$ cat config.mk
export PLATFORM = sky130hd
export DESIGN_NAME = isa_lane_steer
export DESIGN_NICKNAME = d
export VERILOG_FILES = /design/src/rtl/isa_lane_pkg.sv /design/src/rtl/isa_lane_decode.sv /design/src/rtl/isa_lane_rdmux.sv /design/src/rtl/isa_lane_wrmux.sv /design/src/rtl/isa_lane_steer.sv
export SDC_FILE = /design/constraint.sdc
export NUM_CORES = 1
export LEC_CHECK = 0
export ABC_AREA = 1
export BUFFER_PORTS_ARGS = -buffer_cell sky130_fd_sc_hd__buf_2
export CAP_MARGIN = 20
export CORE_UTILIZATION = 35
export CTS_CLUSTER_DIAMETER = 200
export DETAILED_ROUTE_END_ITERATION = 7
export GPL_TIMING_DRIVEN = 0
export SYNTH_ARGS = -nofsm -noshare
export SYNTH_HDL_FRONTEND = slang
export SYNTH_HIERARCHICAL = 1
export SYNTH_SLANG_ARGS = --single-unit
$ cat constraint.sdc
create_clock -name clk -period 1.5 [get_ports clk]
set_input_delay 0.225 -clock clk [delete_from_list [all_inputs] [get_ports clk]]
set_output_delay 0.225 -clock clk [all_outputs]
set_load 0.02 [all_outputs]
$ cat src/rtl/isa_lane_pkg.sv
package isa_lane_pkg;
    localparam int LANE_W = 8;
    localparam int NUM_LANES = 2;
    localparam int DATA_W = LANE_W * NUM_LANES;

    typedef enum logic [2:0] {
        ACC_WORD,   // both lanes, direct
        ACC_LOW,    // low lane, low internal byte
        ACC_HIGH,   // high lane, high internal byte
        ACC_SWAP,   // low lane carries high internal byte
        ACC_BAD     // illegal address/enable pair
    } acc_e;

    typedef struct packed {
        logic                 rd_prev;
        logic                 wr_prev;
        logic                 oe_lo;
        logic                 oe_hi;
        logic                 rd_swap;
        logic                 wr_swap;
        logic                 illegal;
        logic [NUM_LANES-1:0] wbe;
        logic [DATA_W-1:0]    wdata;
    } lane_state_t;
endpackage

$ cat src/rtl/isa_lane_decode.sv
module isa_lane_decode
    import isa_lane_pkg::*;
(
    input  logic a0,
    input  logic hi_en_n,
    input  logic wide_ok,
    output acc_e kind
);
    always_comb begin
        unique case ({a0, hi_en_n})
            2'b00:   kind = wide_ok ? ACC_WORD : ACC_LOW;
            2'b01:   kind = ACC_LOW;
            2'b10:   kind = wide_ok ? ACC_HIGH : ACC_SWAP;
            default: kind = ACC_BAD;
        endcase
    end
endmodule

$ cat src/rtl/isa_lane_rdmux.sv
module isa_lane_rdmux
    import isa_lane_pkg::*;
(
    input  acc_e              kind,
    input  logic [DATA_W-1:0] rdata,
    output logic [DATA_W-1:0] bus_data,
    output logic              want_lo,
    output logic              want_hi,
    output logic              swap
);
    localparam int HI = LANE_W;

    always_comb begin
        swap    = (kind == ACC_SWAP);
        want_lo = (kind == ACC_WORD) || (kind == ACC_LOW) || (kind == ACC_SWAP);
        want_hi = (kind == ACC_WORD) || (kind == ACC_HIGH);
    end

    // high lane always presents the high internal byte
    assign bus_data[HI +: LANE_W] = rdata[HI +: LANE_W];
    // low lane picks the swapped byte on odd 8-bit reads
    assign bus_data[0 +: LANE_W]  = swap ? rdata[HI +: LANE_W] : rdata[0 +: LANE_W];
endmodule

$ cat src/rtl/isa_lane_wrmux.sv
module isa_lane_wrmux
    import isa_lane_pkg::*;
(
    input  acc_e                 kind,
    input  logic [DATA_W-1:0]    bus_data,
    output logic [DATA_W-1:0]    wdata,
    output logic [NUM_LANES-1:0] wbe,
    output logic                 swap
);
    localparam int HI = LANE_W;

    always_comb begin
        swap = (kind == ACC_SWAP);
        unique case (kind)
            ACC_WORD: wbe = 2'b11;
            ACC_LOW:  wbe = 2'b01;
            ACC_HIGH: wbe = 2'b10;
            ACC_SWAP: wbe = 2'b10;
            default:  wbe = 2'b00;
        endcase
    end

    assign wdata[0 +: LANE_W]  = bus_data[0 +: LANE_W];
    assign wdata[HI +: LANE_W] = swap ? bus_data[0 +: LANE_W] : bus_data[HI +: LANE_W];
endmodule

$ cat src/rtl/isa_lane_steer.sv
module isa_lane_steer
    import isa_lane_pkg::*;
(
    input  logic              clk,
    input  logic              rst_n,
    input  logic              a0,
    input  logic              hi_en_n,
    input  logic              rd_n,
    input  logic              wr_n,
    input  logic              cap16,
    input  logic              cfg_byte_only,
    input  logic [DATA_W-1:0] sd_in,
    output logic [DATA_W-1:0] sd_out,
    output logic              sd_oe_lo,
    output logic              sd_oe_hi,
    output logic              io16_n,
    output logic              swap_en,
    input  logic [DATA_W-1:0] reg_rdata,
    output logic [DATA_W-1:0] reg_wdata,
    output logic [1:0]        reg_wbe,
    output logic              illegal
);
    localparam lane_state_t RESET_STATE = '{
        rd_prev: 1'b1, wr_prev: 1'b1, oe_lo: 1'b0, oe_hi: 1'b0,
        rd_swap: 1'b0, wr_swap: 1'b0, illegal: 1'b0,
        wbe: '0, wdata: '0
    };

    lane_state_t st_d, st_q;

    logic                 wide_ok;
    acc_e                 kind;
    logic [DATA_W-1:0]    rd_bus;
    logic                 rd_want_lo, rd_want_hi, rd_swap_c;
    logic [DATA_W-1:0]    wr_data_c;
    logic [NUM_LANES-1:0] wr_be_c;
    logic                 wr_swap_c;

    // byte-only configuration suppresses the 16-bit select
    assign wide_ok = cap16 & ~cfg_byte_only;

    isa_lane_decode u_decode (
        .a0      (a0),
        .hi_en_n (hi_en_n),
        .wide_ok (wide_ok),
        .kind    (kind)
    );

    isa_lane_rdmux u_rdmux (
        .kind     (kind),
        .rdata    (reg_rdata),
        .bus_data (rd_bus),
        .want_lo  (rd_want_lo),
        .want_hi  (rd_want_hi),
        .swap     (rd_swap_c)
    );

    isa_lane_wrmux u_wrmux (
        .kind     (kind),
        .bus_data (sd_in),
        .wdata    (wr_data_c),
        .wbe      (wr_be_c),
        .swap     (wr_swap_c)
    );

    always_comb begin
        logic rd_act, rd_start, wr_start;
        rd_act   = ~rd_n;
        rd_start = ~rd_n & st_q.rd_prev;
        wr_start = ~wr_n & st_q.wr_prev;

        st_d         = st_q;
        st_d.rd_prev = rd_n;
        st_d.wr_prev = wr_n;
        st_d.oe_lo   = rd_act & rd_want_lo;
        st_d.oe_hi   = rd_act & rd_want_hi;
        st_d.rd_swap = rd_act & rd_swap_c;
        st_d.wbe     = wr_start ? wr_be_c : '0;
        st_d.wr_swap = wr_start & wr_swap_c;
        st_d.illegal = (rd_start | wr_start) & (kind == ACC_BAD);
        if (wr_start) begin
            st_d.wdata = wr_data_c;
        end
    end

    always_ff @(posedge clk or negedge rst_n) begin
        if (!rst_n) begin
            st_q <= RESET_STATE;
        end else begin
            st_q <= st_d;
        end
    end

    // registered enables are released combinationally by the strobe
    assign sd_oe_lo  = st_q.oe_lo & ~rd_n;
    assign sd_oe_hi  = st_q.oe_hi & ~rd_n;
    assign swap_en   = (st_q.rd_swap & ~rd_n) | st_q.wr_swap;
    assign sd_out    = rd_bus;
    assign io16_n    = ~wide_ok;
    assign reg_wdata = st_q.wdata;
    assign reg_wbe   = st_q.wbe;
    assign illegal   = st_q.illegal;
endmodule

==> flow_summary.ini <==
[cells_and_area]
fillers = 480
finalInstanceArea_mm2 = 0.00217
antenna_cells = 0
multi_input_comb_area_um2 = 586
regArea_um2 = 628
synthToLayoutAreaGrowth_pct = 33.1
fin_nets = 338
instances_no_fill = 349
layout-drive-gt1-share_pct = 48.1

[global_route]
grt_pass1_wl_um = 5730
grt_pass1_vias = 1328
grt_max_degree = 26
antenna_found_initial = 0
overflow = 0
track_usage_pct = 14.5

[yosys]
synthFlopType = dfrtp_1
ys_types = 18
ys_ff_latch = 25
ys_seq_area_share_pct = 38.6
ys_top_cells_by_count = nand2_1, buf_4, dfrtp_1
yosysTopAreaCellShare_pct = 35.3
synth.area.top_cells = dfrtp_1, buf_4, nand2_1
synth_top_cell_by_area = dfrtp_1
ys_warn_count = 6
synth_edf_count = 0
postSynthAreaPerCell_um2 = 7.65
syn_area_mm2 = 0.00163
synth_most_common_cell = nand2_1
syn_nets = 253
synthArstFlopShare_pct = 100
post_synth_inst_count = 213

[hold_path]
hold_class = primary input to flip-flop
hold-path-cell-count = 1
whs_endpoint = st_q[23]
holdCritStartpoint = wr_n

[cts]
cts_inserted_buffers = 3
clock_path_buffers = 2
cts_root_buffer = clkbuf_8
htree_levels = 1
clk_pin_slew_ps = 80
cts_tree = done
clock-sinks = 25
clk_latency_ps = 270

[floorplanning]
initial_utilization_pct = 36.9
io_pins = 79
core-area_mm2 = 0.00441
die-area_mm2 = 0.00493
die_width_um = 70.2
rows = 24
die_h_um = 70.2

[drt]
drtIter0Drc = 60
wl_um = 3540
vias_per_cell = 4.36
ant_nets = 0
num_vias = 1522
drc = 0
first_pass_iters = 4
wl_per_cell_um = 10.1

[power_and_ir_drop]
pwr-share-comb_pct = 34.6
pwr-share-clk_pct = 22.3
switchingPower_uw = 587
power_density_mw_per_mm2 = 829
p_seq_share_pct = 43.1
leakagePower_uw = 0.00134
intPower_uw = 1210
p_sw_share_pct = 32.6
ir_drop_mv = 0.286

[setup_path]
critical_path_class = primary input to primary output
r2r_cells = 5
path_max_fanout = 10
r2r-end = reg_wdata[12]
worstPathRequired_ps = 1270
crit_arrival_ps = 1170
r2r_slack_ps = 410
crit_path_end_kind = primary output
crit_path_cell_trace = buf_2 > nand2_1 > inv_2 > nor2_4 > buf_6 > nand4_1 > nand2_1 > buf_2
worst_setup_path_start_kind = primary input
max_stage_delay_ps = 160
r2r_start = st_q[23]
crit_slowest_cell = nor2_4

[timing]
finalSetupViolCount = 0
drv_slew = 0
max_slew_margin_pct = 63.3
layout_min_cycle_time_ps = 1400
finalHoldViolCount = 0
finClkSkew_ps = 2.20
fin_crit_sh_pct = 93.2
fmax_mhz = 715
rsz0062_at_grt = no
tightest_slew_ps = 551

[placed_design]
dpl.cell_count = 343
post-dp-hpwl_um = 2720
gp_congestion = 0.750
place_area_mm2 = 0.00208
io_buffer_count = 78

[flow_run]
drv_cap = 0

[run_status]
status = finished, final reports clean
==> how the worst max path moves through the flow <==
stage	start	to	slack, ps	depth (start not counted)
6_report	hi_en_n	sd_out[7]	100	8
5_1_grt	cap16	sd_out[4]	4	10
4_1_cts	hi_en_n	sd_out[3]	9	7
3_5_place_dp	hi_en_n	sd_out[3]	-130	7
3_3_place_gp	hi_en_n	sd_out[7]	-120	7
2_1_floorplan	a0	sd_out[0]	210	6
==> logic make-up after synthesis <==
logic type	share of synthesized area [%]
DFF	38.6
buffers and inverters	26.6
and+or+nand+nor	33.6
AOI/OAI and AO/OA	1.31
==> state kept, by name, indices dropped and copies added, names as in the netlist <==
signal	cells
reg_wbe	2
illegal	1
st_q	6
reg_wdata	16
==> per-layer routing <==
| layer | global-route usage (%) | routed length [µm] | vias to the layer above |
|---|---|---|---|
| met4 | 6.67 | 64 | 0 |
| met3 | 1.44 | 195 | 5 |
| met5 | 0 | 0 | - |
| met2 | 24.6 | 1670 | 62 |
| li1 | - | - | 798 |
| met1 | 18.6 | 1620 | 657 |
==> layout by cell type, fill, tap and decap left out, drive strengths merged <==
master and count:
nand3 18, nor2 15, dfrtp 23, buf 122, dlygate4sd3 1, clkinv 1
clkbuf 3, a21o 1, a21oi 2, inv 23, nand4 16, nand2 70
dfstp 2
==> timing repair <==
| action | 4_1_cts | 5_1_grt |
|---|---|---|
| endpoints found under the hold margin | 23 | 0 |
| pin swaps | 0 | 1 |
| gates resized for setup | 2 | 4 |
| hold buffers | 1 | 0 |
| buffers inserted | 0 | 1 |
| setup endpoints to repair | 8 | 8 |
==> area by class of cell <==
type / instances / share of cell area [%]
Buffer: 43 / 15.8
Clock buffer: 3 / 1.90
Timing Repair Buffer: 80 / 18.9
Clock inverter: 1 / 0.231
Tap cell: 52 / 3.00
Multi-Input combinational cell: 122 / 27.0
Inverter: 23 / 4.21
Sequential cell: 25 / 29.0
==> stage by stage <==
step / TNS [ps] / setup WS (ps) / util [%] / hold WS [ps] / total power, µW
floorplan: 0 / 214 / - / -70.6 / 1210
global placement: -1030 / -121 / 47.2 / 243 / 1400
detailed placement: -1190 / -125 / 47.2 / 244 / 1410
CTS: 0 / 9.35 / 48.7 / 68.8 / 1820
global route: 0 / 3.94 / 49.1 / 65.7 / 1900
finish: 0 / 102 / 49.1 / 76.5 / 1800
==> power groups by stage <==
stage	registers, µW	clock network (µW)	logic, µW
final	775	400	623
after global routing	786	435	683
after CTS	776	415	624
after detailed placement	789	0	617
after global placement	788	0	614
after floorplan	781	0	429
==> critical path, delay by kind of cell <==
kind	cells	cell delay, ps
buf+inv	4	550
simple gates	4	400
Note: power is estimated with default switching activity, not from simulation.
